<file path="config.mk">
export PLATFORM = sky130hd
export DESIGN_NAME = lockstep_monitor
export DESIGN_NICKNAME = d
export VERILOG_FILES = /design/src/rtl/lsm_pkg.sv /design/src/rtl/lsm_lane_cmp.sv /design/src/rtl/lsm_pair_cmp.sv /design/src/rtl/lsm_parity_chk.sv /design/src/rtl/lsm_fault_latch.sv /design/src/rtl/lsm_out_gate.sv /design/src/rtl/lockstep_monitor.sv
export SDC_FILE = /design/constraint.sdc
export NUM_CORES = 1
export LEC_CHECK = 0
export ABC_AREA = 1
export BUFFER_PORTS_ARGS = -buffer_cell sky130_fd_sc_hd__buf_4
export CORE_ASPECT_RATIO = 1.4
export CORE_MARGIN = 2
export CORE_UTILIZATION = 48
export DETAILED_ROUTE_END_ITERATION = 16
export PLACE_DENSITY = 0.85
export SETUP_SLACK_MARGIN = 0.02
export SYNTH_ARGS = -nofsm -noshare
export SYNTH_HDL_FRONTEND = slang
export SYNTH_SLANG_ARGS = --single-unit
</file>
<file path="constraint.sdc">
create_clock -name clk -period 2.43 [get_ports clk]
set_input_delay 0.1215 -clock clk [delete_from_list [all_inputs] [get_ports clk]]
set_output_delay 0.1215 -clock clk [all_outputs]
set_load 0.01 [all_outputs]
</file>
<file path="src/rtl/lsm_pkg.sv">
package lsm_pkg;
  localparam int LANE_W = 8;

  typedef struct packed {
    logic valid;
    logic write;
  } ctrl_t;
endpackage

</file>
<file path="src/rtl/lsm_lane_cmp.sv">
module lsm_lane_cmp #(
  parameter int W = 8
) (
  input  logic [W-1:0] a,
  input  logic [W-1:0] b,
  output logic         diff
);
  assign diff = |(a ^ b);
endmodule

</file>
<file path="src/rtl/lsm_pair_cmp.sv">
module lsm_pair_cmp
  import lsm_pkg::*;
#(
  parameter int ADDR_W = 16,
  parameter int DATA_W = 32,
  parameter int OE_W   = 4
) (
  input  ctrl_t              m_ctrl,
  input  ctrl_t              c_ctrl,
  input  logic [ADDR_W-1:0]  m_addr,
  input  logic [ADDR_W-1:0]  c_addr,
  input  logic [DATA_W-1:0]  m_wdata,
  input  logic [DATA_W-1:0]  c_wdata,
  input  logic [OE_W-1:0]    m_oe,
  input  logic [OE_W-1:0]    c_oe,
  output logic               mismatch
);
  localparam int LANES = DATA_W / LANE_W;

  logic             ctrl_diff;
  logic             addr_diff;
  logic             oe_diff;
  logic [LANES-1:0] lane_diff;

  lsm_lane_cmp #(.W(2)) u_ctrl (
    .a(m_ctrl), .b(c_ctrl), .diff(ctrl_diff)
  );

  lsm_lane_cmp #(.W(ADDR_W)) u_addr (
    .a(m_addr), .b(c_addr), .diff(addr_diff)
  );

  lsm_lane_cmp #(.W(OE_W)) u_oe (
    .a(m_oe), .b(c_oe), .diff(oe_diff)
  );

  for (genvar g = 0; g < LANES; g++) begin : g_lane
    lsm_lane_cmp #(.W(LANE_W)) u_data (
      .a(m_wdata[g*LANE_W +: LANE_W]),
      .b(c_wdata[g*LANE_W +: LANE_W]),
      .diff(lane_diff[g])
    );
  end

  // Comparison only in cycles with an active master request.
  assign mismatch = m_ctrl.valid & (ctrl_diff | addr_diff | oe_diff | (|lane_diff));
endmodule

</file>
<file path="src/rtl/lsm_parity_chk.sv">
module lsm_parity_chk
  import lsm_pkg::*;
#(
  parameter int DATA_W = 32
) (
  input  logic                     rd_valid,
  input  logic [DATA_W-1:0]        rd_data,
  input  logic [DATA_W/LANE_W-1:0] rd_par,
  output logic                     par_hit
);
  localparam int LANES = DATA_W / LANE_W;

  logic [LANES-1:0] lane_bad;

  for (genvar g = 0; g < LANES; g++) begin : g_lane
    assign lane_bad[g] = (^rd_data[g*LANE_W +: LANE_W]) ^ rd_par[g];
  end

  assign par_hit = rd_valid & (|lane_bad);
endmodule

</file>
<file path="src/rtl/lsm_fault_latch.sv">
module lsm_fault_latch (
  input  logic clk,
  input  logic rst,
  input  logic cmp_hit,
  input  logic par_hit,
  output logic block,
  output logic cmp_err,
  output logic par_err,
  output logic silent
);
  logic cmp_nxt;
  logic par_nxt;

  assign cmp_nxt = cmp_err | cmp_hit;
  assign par_nxt = par_err | par_hit;
  // Covers the detecting cycle as well as all later ones.
  assign block   = cmp_nxt | par_nxt;

  always_ff @(posedge clk) begin
    if (rst) begin
      cmp_err <= 1'b0;
      par_err <= 1'b0;
      silent  <= 1'b0;
    end else begin
      cmp_err <= cmp_nxt;
      par_err <= par_nxt;
      silent  <= block;
    end
  end
endmodule

</file>
<file path="src/rtl/lsm_out_gate.sv">
module lsm_out_gate
  import lsm_pkg::*;
#(
  parameter int ADDR_W = 16,
  parameter int DATA_W = 32,
  parameter int OE_W   = 4
) (
  input  logic              clk,
  input  logic              rst,
  input  logic              block,
  input  ctrl_t             m_ctrl,
  input  logic [ADDR_W-1:0] m_addr,
  input  logic [DATA_W-1:0] m_wdata,
  input  logic [OE_W-1:0]   m_oe,
  output logic              bus_valid,
  output logic              bus_write,
  output logic [ADDR_W-1:0] bus_addr,
  output logic [DATA_W-1:0] bus_wdata,
  output logic [OE_W-1:0]   sys_oe
);
  always_ff @(posedge clk) begin
    if (rst || block) begin
      bus_valid <= 1'b0;
      bus_write <= 1'b0;
      bus_addr  <= '0;
      bus_wdata <= '0;
      sys_oe    <= '0;
    end else begin
      bus_valid <= m_ctrl.valid;
      bus_write <= m_ctrl.write;
      bus_addr  <= m_addr;
      bus_wdata <= m_wdata;
      sys_oe    <= m_oe;
    end
  end
endmodule

</file>
<file path="src/rtl/lockstep_monitor.sv">
module lockstep_monitor
  import lsm_pkg::*;
#(
  parameter int ADDR_W = 16,
  parameter int DATA_W = 32,
  parameter int OE_W   = 4,
  localparam int PAR_W = DATA_W / LANE_W
) (
  input  logic              clk,
  input  logic              rst,
  input  logic              m_valid,
  input  logic              m_write,
  input  logic [ADDR_W-1:0] m_addr,
  input  logic [DATA_W-1:0] m_wdata,
  input  logic [OE_W-1:0]   m_oe,
  input  logic              c_valid,
  input  logic              c_write,
  input  logic [ADDR_W-1:0] c_addr,
  input  logic [DATA_W-1:0] c_wdata,
  input  logic [OE_W-1:0]   c_oe,
  input  logic              rd_valid,
  input  logic [DATA_W-1:0] rd_data,
  input  logic [PAR_W-1:0]  rd_par,
  output logic              bus_valid,
  output logic              bus_write,
  output logic [ADDR_W-1:0] bus_addr,
  output logic [DATA_W-1:0] bus_wdata,
  output logic [OE_W-1:0]   sys_oe,
  output logic              cmp_err,
  output logic              par_err,
  output logic              silent
);
  ctrl_t m_ctrl;
  ctrl_t c_ctrl;
  logic  cmp_hit;
  logic  par_hit;
  logic  block;

  assign m_ctrl = '{valid: m_valid, write: m_write};
  assign c_ctrl = '{valid: c_valid, write: c_write};

  lsm_pair_cmp #(.ADDR_W(ADDR_W), .DATA_W(DATA_W), .OE_W(OE_W)) u_cmp (
    .m_ctrl(m_ctrl), .c_ctrl(c_ctrl),
    .m_addr(m_addr), .c_addr(c_addr),
    .m_wdata(m_wdata), .c_wdata(c_wdata),
    .m_oe(m_oe), .c_oe(c_oe),
    .mismatch(cmp_hit)
  );

  lsm_parity_chk #(.DATA_W(DATA_W)) u_par (
    .rd_valid(rd_valid), .rd_data(rd_data), .rd_par(rd_par),
    .par_hit(par_hit)
  );

  lsm_fault_latch u_latch (
    .clk(clk), .rst(rst),
    .cmp_hit(cmp_hit), .par_hit(par_hit),
    .block(block),
    .cmp_err(cmp_err), .par_err(par_err), .silent(silent)
  );

  lsm_out_gate #(.ADDR_W(ADDR_W), .DATA_W(DATA_W), .OE_W(OE_W)) u_gate (
    .clk(clk), .rst(rst), .block(block),
    .m_ctrl(m_ctrl), .m_addr(m_addr), .m_wdata(m_wdata), .m_oe(m_oe),
    .bus_valid(bus_valid), .bus_write(bus_write), .bus_addr(bus_addr),
    .bus_wdata(bus_wdata), .sys_oe(sys_oe)
  );
endmodule

</file>
==> results.cfg, run 1 <==
[place]
place_inst = 817
portBuffers = 203
gp_congestion = 0.945
place_area_mm2 = 0.00503
dp_slack_ps = 624
dp_hpwl_um = 8460

[sta]
min_period_over_period = 0.598
fin_ws_ps = 977
rsz0062_at_grt = no
finClkSkew_ps = 6.72
post-route-min-period_ps = 1450
fin_setup_tns_ps = 0
maxSlewViolCount = 0
maxSlewHeadroom = 0.642
tightestPinTransition_ps = 537
finalSetupViolCount = 0
finalHoldViolCount = 0
fmax_mhz = 688
whs_ps = 25.9

[floorplan]
io_pins = 204
initial_utilization = 0.495
placementRows = 36
die_area_mm2 = 0.00786
core_mm2 = 0.00694
dieWidth_um = 75.5
die_y_um = 104

[clock_tree]
cts_buffers = 9
cts_tree = built
clk_pin_slew_ps = 70
clk_latency_ps = 340
hold_buffers = 1
cts_resized = 0
clock_path_buffers = 2
cts_root_buf = clkbuf_8
post_cts_buffers = 0
cts_sinks = 57
cts_max_level = 3

[power_and_ir_drop]
ir_drop_uv = 288
p_comb_frac = 0.238
p_leak_nw = 3.01
p_per_area_mw_per_mm2 = 509
power_frac_clock = 0.401
power.switching_mw = 0.713
intPower_mw = 1.97
switching_share = 0.266
p_seq_frac = 0.361

[grt]
grt_first_pass_wirelength_um = 16000
grt_max_degree = 34
antenna_found_initial = 0
grt-busiest-layer = met2
globalRouteMet1Util = 0.227
grt_usage = 0.263
grt_pass1_vias = 3785
use_met3 = 0.0669
overflow = 0
grtUsageMet2 = 0.512

[layout]
fillers = 553
final_area_mm2 = 0.00528
syn2layout_area_growth_pct = 53.7
diodes = 0
fin_nets = 881
most-common-layout-cells = buf_4, nand2_1, inv_1
final_cells = 834
final_common_cell = buf_4
layout-drive-gt1-share = 0.402

[synthesis]
ys_warn_count = 0
ys_types = 19
synthCells = 524
ys_seq_area_frac = 0.332
synth-seq-cells = 57
synth_area_mm2 = 0.00344
syn_area_per_cell_um2 = 6.56
syn-num-nets = 671

[worst_setup_path]
crit_chain = buf_4 -> inv_1 -> nand2_1 -> nand3_1 -> nand2_1 -> nand2_1 -> nand2_1 -> nand2_1 -> nand2_1 -> nand2_1 -> inv_1 -> nand2_1 -> nand2_1 -> nand2_4 -> buf_4 -> nor3_2
cp_slowest_stage_delay_ps = 320
crit_fanout = 23
reg2reg_setup_slack_ps = 1180
arrival_ps = 1660
crit_path_frequent_cell = nand2_1
cpMaxStageDelayCell = buf_4
crit_type = input port to flip-flop
required_ps = 2640
critPathLaunchType = input port
crit_path_end_kind = flip-flop

[outcome]
outcome = finished clean

[drt]
vias_per_cell = 4.56
vias = 3799
firstDrtPassIters = 4
drtIter0Drc = 140
wl_per_cell_um = 12.2
drc = 0
routed_wl_um = 10200
drtAntennaViolNets = 0

[run]
cap_violations = 0

[min_path]
hold_path.class = input port to flip-flop
[through the flow]
| step | utilization | total power [mW] |
|---|---|---|
| 2_1_floorplan | - | 1.32 |
| 3_3_place_gp | 0.725 | 1.61 |
| 3_5_place_dp | 0.725 | 1.63 |
| 4_1_cts | 0.761 | 2.70 |
| 5_1_grt | 0.761 | 2.81 |
| 6_report | 0.761 | 2.69 |
[synth_stat cells]
cell     count  share of area
buf_4        5          0.011
xnor2_1      9          0.023
nor2_1      36          0.039
o22ai_1      2         0.0036
nor3_1       4         0.0058
nand3_1     13          0.019
a21oi_1      2         0.0029
nand2_1    194           0.21
nand3_4      1         0.0051
xor2_1      12          0.031
nand2_2      3         0.0055
buf_6        5          0.016
inv_1      101           0.11
o21ai_0      9          0.013
dfxtp_1     57           0.33
nor2_2       2         0.0036
o21ai_1      1         0.0015
inv_2       18          0.020
nor3_2      50           0.15
[logic make-up (layout without fill, tap and decap cells)]
logic type | Yosys count | in the layout | synth area share
and+or+nand+nor | 303 | 303 | 0.436
xor gates and xnor gates | 21 | 21 | 0.0535
buffers and inverters | 129 | 344 | 0.157
DFF | 57 | 57 | 0.332
AOI/OAI and AO/OA | 14 | 14 | 0.0211
[power by group through the flow]
stage	clock, mW	combinational, mW	sequential (mW)
after floorplan	0	0.321	1.00
after global placement	0	0.618	0.988
after detailed placement	0	0.638	0.988
after CTS	1.09	0.643	0.968
after global routing	1.13	0.713	0.969
final	1.08	0.640	0.968
[flip-flops by register name, summed over array words and instances, names as in the netlist]
register	count
u_gate.bus_wdata	32
u_gate.bus_addr	16
u_gate.sys_oe	4
u_gate.bus_valid	1
u_gate.bus_write	1
u_latch.cmp_err	1
u_latch.par_err	1
u_latch.silent	1
[routing by layer]
metal / vias to the layer above / share of wire
met4: 0 / 0.039
met2: 140 / 0.57
li1: 1960 / -
met1: 1667 / 0.33
met5: - / 0
met3: 32 / 0.065
[path summary, 6_finish.rpt]
kind                    from                    to  cells past startpoint
max              rd_data[16]  u_gate.bus_wdata[10]                     16
min               m_wdata[3]   u_gate.bus_wdata[3]                      3
max reg2reg  u_latch.par_err  u_gate.bus_wdata[10]                      4
min reg2reg  u_latch.par_err       u_latch.par_err                      2
[critical path: cells and delay by family]
| kind | cells | cell delay (ps) |
|---|---|---|
| AND/OR/NAND/NOR | 12 | 990 |
| buffers and inverters | 4 | 520 |
[cell type report]
cell class | instances | area, µm² | share of cell area
Multi-Input combinational cell | 338 | 1760 | 0.333
Timing Repair Buffer | 209 | 1570 | 0.298
Sequential cell | 57 | 1140 | 0.216
Inverter | 119 | 447 | 0.0846
Clock buffer | 11 | 141 | 0.0268
Tap cell | 95 | 119 | 0.0225
Clock inverter | 5 | 103 | 0.0194
(Power assumes the default switching activity.)
==> run 2: changes to the inputs <==
Settings changed: CORE_UTILIZATION 48 to 40, PLACE_DENSITY 0.85 to 0.76.
Clock period 2.43 ns to 1.2 ns, I/O delays scaled along.
==> results.cfg, run 2 (same netlist as run 1, synthesis figures left out) <==
[layout]
diodes = 0
layout-drive-gt1-share = 0.506
final_area_mm2 = 0.00631
final_common_cell = buf_4
most-common-layout-cells = buf_4, nand2_1, inv_1
fin_nets = 947
largest_reg_flops = 32
reg_top3 = u_gate.bus_wdata (32), u_gate.bus_addr (16), u_gate.sys_oe (4)
syn2layout_area_growth_pct = 83.6
regMostFlops = u_gate.bus_wdata

[worst_setup_path]
critPathTopFamily = simple AND/OR/NAND/NOR gates
critPathLaunchType = input port
critical_path.startpoint = m_wdata[11]
required_ps = 1440
critPathBufInv = 4
crit_chain = buf_4 -> inv_1 -> nand2_1 -> o21ai_1 -> nor2_1 -> nand2_1 -> nor2_1 -> nand2_2 -> nor2_2 -> nand2_1 -> nand2_2 -> nand3_4 -> buf_12 -> clkbuf_16 -> nor3_2
arrival_ps = 1650
crit_path_end_kind = flip-flop
reg2reg_depth = 5
crit_fanout = 8
cp.depth = 15
crit_type = input port to flip-flop
cp_slowest_stage_delay_ps = 180
crit_path_frequent_cell = nand2_1
cpMaxStageDelayCell = nor3_2
r2r_start = u_latch.cmp_err

[drt]
vias_per_cell = 4.59
wl_per_cell_um = 13.2
vias = 4177
drtIter0Drc = 134
drtAntennaViolNets = 0
routed_wl_um = 12000
firstDrtPassIters = 4
drc = 0

[place]
gp_congestion = 0.945
place_area_mm2 = 0.00553
dp_hpwl_um = 8780
portBuffers = 203

[run]
cap_violations = 0

[sta]
rsz0062_at_grt = yes
post-route-min-period_ps = 1410
finalSetupViolCount = 55
fmax_mhz = 708
maxSlewHeadroom = 0.874
finalHoldViolCount = 0
tightestPinTransition_ps = 188
min_period_over_period = 1.18
maxSlewViolCount = 0
whs_ps = 35.0
fin_ws_ps = -213
finClkSkew_ps = 7.66

[grt]
antenna_found_initial = 0
grt-busiest-layer = met2
grt_first_pass_wirelength_um = 16700
grt_pass1_vias = 4019
grt_usage = 0.231
globalRouteMet1Util = 0.208
use_met3 = 0.0530
overflow = 0
grtUsageMet2 = 0.447
grt_max_degree = 25

[outcome]
violations = negative setup slack
outcome = complete, but fails checks

[power_and_ir_drop]
p_per_area_mw_per_mm2 = 1010
p_leak_nw = 3.54
ir_drop_uv = 940

[clock_tree]
clock_path_buffers = 2
cts_tree = built
clk_pin_slew_ps = 50
cts_root_buf = clkbuf_16
cts_sinks = 57
cts_buffers = 9
clk_latency_ps = 330
cts_max_level = 3

[min_path]
holdPathStages = 4
hold_start = m_addr[15]
hold_path.class = input port to flip-flop

[floorplan]
dieWidth_um = 82.3
io_pins = 204
core_mm2 = 0.00846
die_y_um = 114
initial_utilization = 0.406
die_area_mm2 = 0.00936
placementRows = 40
==> run 2: cell types whose count changed in the layout (fill, tap and decap cells not counted), sizes merged <==
| cell | before | now |
|---|---|---|
| buf | 208 | 268 |
| clkbuf | 11 | 14 |
| bufinv | 3 | 2 |
| clkinv | 1 | 2 |
| clkinvlp | 1 | 2 |
| dlygate4sd3 | 1 | 2 |
| inv | 119 | 120 |
==> run 2: power breakdown <==
part / switching (mW) / total [mW] / internal, mW
combinational: 0.828 / 1.71 / 0.885
sequential: 0.0175 / 1.96 / 1.94
clock: 0.901 / 2.71 / 1.81
==> run 2: through the flow <==
stage | setup TNS (ps) | power [mW] | setup WS (ps) | util | instances
2_1_floorplan | 0 | 2.67 | 5.61 | - | 524
3_3_place_gp | -15740 | 3.44 | -311 | 0.654 | 882
3_5_place_dp | -19250 | 3.48 | -388 | 0.654 | 882
4_1_cts | -92.1 | 6.23 | -27.8 | 0.709 | 902
5_1_grt | -13130 | 6.63 | -295 | 0.746 | 910
6_report | -8470 | 6.39 | -213 | 0.746 | 910
==> run 2: repair_timing <==
action | in CTS | in global routing
gates resized for setup | 35 | 49
endpoints found under the setup margin | 54 | 56
pin swaps | 1 | 24
hold buffers | 2 | 0
cloned | 1 | 5
hold endpoints to repair | 4 | 0
buffers inserted | 1 | 3
==> run 2: layer usage <==
layer	share of wire	vias up	wire length, µm
met4	0.054	0	655
met1	0.32	1847	3830
met2	0.56	181	6680
li1	-	2097	-
met3	0.072	52	871
met5	0	-	0
==> run 2: final timing paths <==
path	endpoint	slack [ps]
max reg2reg	u_gate.bus_wdata[14]	70
min reg2reg	u_latch.par_err	530
min	u_gate.bus_addr[15]	40
max	u_gate.bus_wdata[14]	-210
==> run 2: worst reg2reg max path, stage by stage (launching register included) <==
cell,delay (ps)
dfxtp_1,310
inv_1,130
nand3_4,110
buf_12,160
clkbuf_16,160
nor3_2,180
==> run 2: area by class of cell <==
cell class              instances  area (µm²)
repair buffers                275        2320
fillers                       622        2150
multi-input cells             338        1950
flip-flops and latches         57        1140
inverters                     119         449
clock buffers                   9         225
well taps                     105         131
clock inverters                 7        93.8
